[config.mk]
export PLATFORM = sky130hd
export DESIGN_NAME = rx_pack_engine
export DESIGN_NICKNAME = d
export VERILOG_FILES = /design/src/rtl/rxpk_pkg.sv /design/src/rtl/rxpk_todo_ctr.sv /design/src/rtl/rxpk_bit_gather.sv /design/src/rtl/rxpk_word_pack.sv /design/src/rtl/rx_pack_engine.sv
export SDC_FILE = /design/constraint.sdc
export NUM_CORES = 1
export LEC_CHECK = 0
export CAP_MARGIN = 20
export CORE_UTILIZATION = 40
export CTS_CLUSTER_DIAMETER = 120
export CTS_CLUSTER_SIZE = 14
export DETAILED_ROUTE_END_ITERATION = 10
export DONT_BUFFER_PORTS = 1
export PLACE_DENSITY_LB_ADDON = 0.05
export SYNTH_ARGS = -nofsm -noshare
export SYNTH_HDL_FRONTEND = slang
export SYNTH_HIERARCHICAL = 1
export SYNTH_SLANG_ARGS = --single-unit
[constraint.sdc]
create_clock -name clk_i -period 7.1 [get_ports clk_i]
set_clock_uncertainty 0.15 [all_clocks]
set_input_delay 1.065 -clock clk_i [delete_from_list [all_inputs] [get_ports clk_i]]
set_output_delay 1.065 -clock clk_i [all_outputs]
set_load 0.005 [all_outputs]
[src/rtl/rxpk_pkg.sv]
package rxpk_pkg;
  localparam int unsigned STAT_W        = 32;
  localparam int unsigned STAT_BV_LSB   = 28;
  localparam int unsigned STAT_BV_W     = 3;
  localparam int unsigned STAT_BUSY_BIT = 13;
  localparam int unsigned STAT_OVF_BIT  = 9;
endpackage

[src/rtl/rxpk_todo_ctr.sv]
module rxpk_todo_ctr #(
  parameter int unsigned CNT_W = 16
) (
  input  logic             clk_i,
  input  logic             rst_ni,
  input  logic             req_we_i,
  input  logic [CNT_W-1:0] req_cnt_i,
  input  logic             byte_done_i,
  output logic [CNT_W-1:0] todo_o,
  output logic             shift_req_o,
  output logic             last_byte_o
);
  localparam logic [CNT_W:0] MAX_CNT = {1'b0, {CNT_W{1'b1}}};

  logic [CNT_W-1:0] todo_q;
  logic [CNT_W:0]   sum;
  logic [CNT_W-1:0] todo_d;
  logic             dec;

  assign dec = byte_done_i && (todo_q != '0);

  always_comb begin
    sum = {1'b0, todo_q};
    if (dec)      sum = sum - 1'b1;
    if (req_we_i) sum = sum + {1'b0, req_cnt_i};
    todo_d = (sum > MAX_CNT) ? MAX_CNT[CNT_W-1:0] : sum[CNT_W-1:0];
  end

  always_ff @(posedge clk_i or negedge rst_ni) begin
    if (!rst_ni) todo_q <= '0;
    else         todo_q <= todo_d;
  end

  assign todo_o      = todo_q;
  assign shift_req_o = (todo_q != '0);
  // final byte of the transfer: nothing left after this update
  assign last_byte_o = dec && (todo_d == '0);
endmodule

[src/rtl/rxpk_bit_gather.sv]
module rxpk_bit_gather #(
  parameter int unsigned BYTE_W = 8
) (
  input  logic              clk_i,
  input  logic              rst_ni,
  input  logic              bit_vld_i,
  input  logic              bit_i,
  input  logic              mark_i,
  output logic              byte_done_o,
  output logic              byte_vld_o,
  output logic [BYTE_W-1:0] byte_o,
  output logic              mark_o
);
  localparam int unsigned IDX_W = $clog2(BYTE_W);
  localparam logic [IDX_W-1:0] LAST_IDX = IDX_W'(BYTE_W - 1);

  logic [BYTE_W-1:0] sh_q;
  logic [IDX_W-1:0]  idx_q;
  logic [BYTE_W-1:0] sh_d;

  assign sh_d        = {sh_q[BYTE_W-2:0], bit_i};
  assign byte_done_o = bit_vld_i && (idx_q == LAST_IDX);

  always_ff @(posedge clk_i or negedge rst_ni) begin
    if (!rst_ni) begin
      sh_q       <= '0;
      idx_q      <= '0;
      byte_vld_o <= 1'b0;
      byte_o     <= '0;
      mark_o     <= 1'b0;
    end else begin
      byte_vld_o <= byte_done_o;
      if (bit_vld_i) begin
        sh_q  <= sh_d;
        idx_q <= (idx_q == LAST_IDX) ? '0 : idx_q + 1'b1;
      end
      if (byte_done_o) begin
        byte_o <= sh_d;
        mark_o <= mark_i;
      end
    end
  end
endmodule

[src/rtl/rxpk_word_pack.sv]
module rxpk_word_pack #(
  parameter int unsigned BYTE_W = 8,
  parameter int unsigned BPW    = 4,
  localparam int unsigned WORD_W = BYTE_W * BPW,
  localparam int unsigned NB_W   = $clog2(BPW + 1)
) (
  input  logic              clk_i,
  input  logic              rst_ni,
  input  logic              byte_vld_i,
  input  logic [BYTE_W-1:0] byte_i,
  input  logic              last_i,
  input  logic              fifo_full_i,
  output logic              push_o,
  output logic [WORD_W-1:0] push_data_o,
  output logic              drop_o,
  output logic              done_o,
  output logic              pend_o,
  output logic [NB_W-1:0]   bv_o
);
  localparam logic [NB_W-1:0] FULL_N = NB_W'(BPW);

  logic [WORD_W-1:0] acc_q, acc_d, out_q;
  logic [NB_W-1:0]   n_q, n_d, bv_q;
  logic              pend_q, last_q;

  // shift left so the earliest byte ends up highest, short words right-justified
  assign acc_d = {acc_q[WORD_W-BYTE_W-1:0], byte_i};
  assign n_d   = n_q + 1'b1;

  always_ff @(posedge clk_i or negedge rst_ni) begin
    if (!rst_ni) begin
      acc_q  <= '0;
      n_q    <= '0;
      out_q  <= '0;
      bv_q   <= '0;
      pend_q <= 1'b0;
      last_q <= 1'b0;
    end else begin
      pend_q <= 1'b0;
      if (byte_vld_i) begin
        if (n_d == FULL_N || last_i) begin
          pend_q <= 1'b1;
          out_q  <= acc_d;
          bv_q   <= n_d;
          last_q <= last_i;
          acc_q  <= '0;
          n_q    <= '0;
        end else begin
          acc_q <= acc_d;
          n_q   <= n_d;
        end
      end
    end
  end

  assign push_o      = pend_q && !fifo_full_i;
  assign drop_o      = pend_q && fifo_full_i;
  assign done_o      = pend_q && last_q;
  assign push_data_o = out_q;
  assign pend_o      = pend_q;
  assign bv_o        = bv_q;
endmodule

[src/rtl/rx_pack_engine.sv]
module rx_pack_engine
  import rxpk_pkg::*;
#(
  parameter int unsigned CNT_W      = 16,
  parameter int unsigned BYTE_W     = 8,
  parameter int unsigned BPW        = 4,
  parameter bit          IDLE_LEVEL = 1'b1,
  localparam int unsigned WORD_W    = BYTE_W * BPW
) (
  input  logic              clk_i,
  input  logic              rst_ni,
  input  logic              req_we_i,
  input  logic [CNT_W-1:0]  req_cnt_i,
  input  logic              err_clr_i,
  output logic              shift_req_o,
  output logic              tx_bit_o,
  input  logic              rx_bit_vld_i,
  input  logic              rx_bit_i,
  output logic              push_o,
  output logic [WORD_W-1:0] push_data_o,
  input  logic              fifo_full_i,
  output logic [CNT_W-1:0]  todo_o,
  output logic [STAT_W-1:0] stat_o,
  output logic              done_o
);
  localparam int unsigned NB_W = $clog2(BPW + 1);

  logic              bit_acc, byte_done, last_byte;
  logic              byte_vld, byte_last, drop, pend;
  logic [BYTE_W-1:0] byte_val;
  logic [NB_W-1:0]   bv;
  logic              ovf_q;

  assign bit_acc = rx_bit_vld_i && shift_req_o;

  rxpk_todo_ctr #(.CNT_W(CNT_W)) u_ctr (
    .clk_i       (clk_i),
    .rst_ni      (rst_ni),
    .req_we_i    (req_we_i),
    .req_cnt_i   (req_cnt_i),
    .byte_done_i (byte_done),
    .todo_o      (todo_o),
    .shift_req_o (shift_req_o),
    .last_byte_o (last_byte)
  );

  rxpk_bit_gather #(.BYTE_W(BYTE_W)) u_gather (
    .clk_i       (clk_i),
    .rst_ni      (rst_ni),
    .bit_vld_i   (bit_acc),
    .bit_i       (rx_bit_i),
    .mark_i      (last_byte),
    .byte_done_o (byte_done),
    .byte_vld_o  (byte_vld),
    .byte_o      (byte_val),
    .mark_o      (byte_last)
  );

  rxpk_word_pack #(.BYTE_W(BYTE_W), .BPW(BPW)) u_pack (
    .clk_i       (clk_i),
    .rst_ni      (rst_ni),
    .byte_vld_i  (byte_vld),
    .byte_i      (byte_val),
    .last_i      (byte_last),
    .fifo_full_i (fifo_full_i),
    .push_o      (push_o),
    .push_data_o (push_data_o),
    .drop_o      (drop),
    .done_o      (done_o),
    .pend_o      (pend),
    .bv_o        (bv)
  );

  always_ff @(posedge clk_i or negedge rst_ni) begin
    if (!rst_ni)        ovf_q <= 1'b0;
    else if (drop)      ovf_q <= 1'b1;
    else if (err_clr_i) ovf_q <= 1'b0;
  end

  always_comb begin
    stat_o = '0;
    stat_o[STAT_BV_LSB +: STAT_BV_W] = STAT_BV_W'(bv);
    stat_o[STAT_BUSY_BIT]            = shift_req_o || byte_vld || pend;
    stat_o[STAT_OVF_BIT]             = ovf_q;
  end

  assign tx_bit_o = IDLE_LEVEL;
endmodule

==> flow_metrics.env, run 1 <==
export IMPL_status="completed"
export IMPL_dp_cells=650
export IMPL_relSlewSlack_pct=63.3
export IMPL_io_buffers=0
export IMPL_cts_root_buf="clkbuf_16"
export IMPL_critical_path_max_stage_delay_ns=0.50
export IMPL_crit_path_end_kind="flip-flop"
export IMPL_most_common_layout_cells="dfrtp_1 (101), mux2_2 (51), nand2_1 (37), conb_1 (28), a22o_1 (25)"
export IMPL_synth_edf_count=0
export IMPL_pwr_share_clk_pct=21.1
export IMPL_hp_class="primary input to asynchronous set/reset pin"
export IMPL_drv_cap=0
export IMPL_gp_congestion=0.789
export IMPL_fmax_ghz=0.160
export IMPL_setup_tns_ns=0
export IMPL_antenna_left=0
export IMPL_regArea_mm2=0.00253
export IMPL_reg2reg_from="u_ctr/todo_o[0]"
export IMPL_p_switching_uw=821
export IMPL_powerDensity_mw_per_mm2=372
export IMPL_crit_family="simple AND/OR/NAND/NOR gates"
export IMPL_critPathLaunchType="flip-flop"
export IMPL_die_w_um=119
export IMPL_antenna_found_initial=0
export IMPL_p_int_mw=1.34
export IMPL_dpl_hpwl_um=8650
export IMPL_p_seq_share_pct=42.1
export IMPL_p_total_mw=2.16
export IMPL_tightest_slew_ns=0.542
export IMPL_routed_wirelength_um=12000
export IMPL_cts_sinks=101
export IMPL_ios=107
export IMPL_hold_viol_final=0
export IMPL_rsz0062_at_grt="no"
export IMPL_drtIter0Drc=164
export IMPL_r2r_cells=21
export IMPL_required_ns=7.23
export IMPL_ys_flop_type="dfrtp_1"
export IMPL_synthArstFlopShare_pct=100
export IMPL_drc=0
export IMPL_slowest_stage="and2_1"
export IMPL_clk_path_buf_depth=2
export IMPL_criticalPathCategory="flip-flop to flip-flop"
export IMPL_dieArea_mm2=0.0142
export IMPL_layout_drive_gt1_share_pct=16.9
export IMPL_crit_fanout=12
export IMPL_crit_chain="inv_1, ha_1, or3b_1, or4_1, and2_1, nand2_4, inv_1, nor4b_1, nand3_1, nor4_1, xor2_1, ha_1, a21oi_1, o21a_1, a31oi_1, a211oi_1, o21ai_0, xor2_1, o32a_1, nor4b_2, mux2_2"
export IMPL_fin_area_mm2=0.00581
export IMPL_synth_seq_cells=101
export IMPL_clkLatencyLatePin_ns=0.34
export IMPL_rows=42
export IMPL_p_sw_share_pct=38.1
export IMPL_syn_to_final_growth_pct=6.01
export IMPL_dr_total_vias=3549
export IMPL_setup_viol_count_final=0
export IMPL_r2r_setup_slack_ns=0.86
export IMPL_syn_inst=488
export IMPL_yosysSeqAreaShare_pct=46.1
export IMPL_post_cts_resized=0
export IMPL_n_antenna_cell=0
export IMPL_clkSlewWorstSetupHoldPaths_ns=0.07
export IMPL_postPlaceCellArea_mm2=0.00551
export IMPL_fin_crit_sh_pct=87.9
export IMPL_fill_cells=1260
export IMPL_dr_pass1_iters=4
export IMPL_wl_per_cell_um=18.0
export IMPL_grt_max_degree=102
export IMPL_timing_final_crit_period_ns=6.24
export IMPL_grt_pass1_wl_um=19500
export IMPL_multi_input_area_mm2=0.00269
export IMPL_overflow=0
export IMPL_vdd_drop_max_uv=191
export IMPL_slew_viol_final=0
export IMPL_cts_setup_buffers=0
export IMPL_vias_per_cell=5.32
export IMPL_die_y_um=119
export IMPL_synth_distinct_cells=66
export IMPL_cts_made_buffers=9
export IMPL_timing_rr_end="u_gather/mark_o"
export IMPL_grt_pass1_vias=3518
export IMPL_avgSynthCellArea_um2=11.2
export IMPL_crit_buf_inv=2
export IMPL_grtUsageTotal_pct=17.9
export IMPL_final_net_count=533
export IMPL_layout_commonest_cell="dfrtp_1"
export IMPL_pwr_share_comb_pct=36.8
export IMPL_instances_no_fill=667
export IMPL_core_area_mm2=0.0133
export IMPL_cts_htree_levels=3
export IMPL_syn_area_mm2=0.00548
export IMPL_arrival_ns=6.38
export IMPL_final_core_util_pct=43.7
export IMPL_synth_warnings=6
export IMPL_cts_hold_buf=0
export IMPL_leakage_nw=2.65
export IMPL_tritoncts="done"
export IMPL_floorplan_initialDensity_pct=41.2
## worst register-to-register path, delay by kind of cell (launching register included)
kind / cells / cell delay [ns]
and+or+nand+nor: 8 / 2.64
AOI/OAI and AO/OA: 6 / 1.52
adders and majority gates: 2 / 0.60
DFF: 1 / 0.42
buffers and inverters: 2 / 0.36
xor gates and xnor gates: 2 / 0.32
muxes: 1 / 0.18
## final cells by class
| class | instances | area share (%) |
|---|---|---|
| Timing Repair Buffer | 3 | 0.517 |
| Multi-Input combinational cell | 354 | 46.3 |
| Sequential cell | 101 | 43.5 |
| Clock buffer | 11 | 4.18 |
| Tap cell | 176 | 3.79 |
| Inverter | 17 | 1.10 |
| Clock inverter | 5 | 0.603 |
## through the flow
stage	hold slack (ns)	setup WS, ns
after global placement	0.338	1.05
after detailed placement	0.341	0.866
after floorplan	0.304	1.88
after CTS	0.242	0.803
final	0.260	0.857
after global routing	0.230	0.294
## power by group through the flow
stage / combinational (mW) / clock, mW / sequential (mW)
2_1_floorplan: 0.654 / 0 / 0.844
3_3_place_gp: 0.775 / 0 / 0.919
3_5_place_dp: 0.781 / 0 / 0.922
4_1_cts: 0.788 / 0.480 / 0.911
5_1_grt: 0.885 / 0.500 / 0.937
6_report: 0.794 / 0.456 / 0.908
## sequential cells by signal, summed over array words and instances (netlist names)
register	count
u_pack/n_q	3
u_pack/acc_q	24
u_gather/idx_q	3
u_pack/bv_o	3
u_gather/mark_o	1
u_pack/push_data_o	32
ovf_q	1
u_pack/pend_o	1
u_gather/byte_vld_o	1
u_gather/byte_o	8
u_ctr/todo_o	16
u_gather/sh_q	7
u_pack/last_q	1
## logic make-up after synthesis
family                     count (synthesis)  share of synthesized area (%)
and+or+nand+nor                          117                           11.6
DFF                                      101                           46.1
AOI/OAI and AO/OA                         95                           12.7
muxes                                     64                           12.9
buffers and inverters                     59                           6.71
xor gates and xnor gates                  26                           4.16
adders and majority gates                 24                           5.62
other                                      2                          0.137
## synthesized netlist by cell type (5+ instances only)
| library cell | count | area share, % |
|---|---|---|
| a21o_1 | 6 | 0.82 |
| nand2_1 | 37 | 2.5 |
| ha_1 | 23 | 5.3 |
| buf_4 | 32 | 4.4 |
| nor3_1 | 9 | 0.82 |
| a22o_1 | 25 | 4.0 |
| nand3_1 | 11 | 1.0 |
| a21oi_1 | 13 | 1.2 |
| mux2_2 | 51 | 10 |
| inv_1 | 15 | 1.0 |
| a211oi_1 | 5 | 0.69 |
| xor2_1 | 9 | 1.4 |
| xnor2_1 | 17 | 2.7 |
| nor4_1 | 5 | 0.57 |
| mux2i_1 | 11 | 2.0 |
| o21ai_0 | 20 | 1.8 |
| dfrtp_1 | 101 | 46 |
| nand2b_1 | 5 | 0.57 |
| nor2_1 | 17 | 1.2 |
## metal layers
metal | track usage [%] | part of all wire (%) | wire [um] | up-vias
met5 | 0 | 0 | 0 | -
met3 | 6.32 | 5.4 | 646 | 6
met1 | 26.0 | 51 | 6110 | 1741
li1 | - | - | - | 1717
met2 | 25.6 | 43 | 5150 | 85
met4 | 3.64 | 0.61 | 73 | 0
## worst max-delay path by stage
stage,end,from,cells after the start,slack (ns)
after detailed placement,u_gather/mark_o,u_ctr/todo_o[0],21,0.87
after global placement,u_gather/mark_o,u_ctr/todo_o[0],21,1.05
after floorplan,u_gather/mark_o,u_ctr/todo_o[0],21,1.88
final,u_gather/mark_o,u_ctr/todo_o[0],21,0.86
after CTS,u_gather/mark_o,u_ctr/todo_o[0],21,0.80
after global routing,u_gather/mark_o,u_ctr/todo_o[0],21,0.29
Note: power is estimated with default switching activity, not from simulation.
==> inputs of run 2 (changes only) <==
--- a/config.mk
+++ b/config.mk
@@ -5,6 +5,7 @@
 export SDC_FILE = /design/constraint.sdc
 export NUM_CORES = 1
 export LEC_CHECK = 0
+export ABC_CLOCK_PERIOD_IN_PS = 7100
 export CAP_MARGIN = 20
 export CORE_UTILIZATION = 40
 export CTS_CLUSTER_DIAMETER = 120
==> results of run 2 <==
The final DEF is identical to that of run 1; final timing and power are the same.
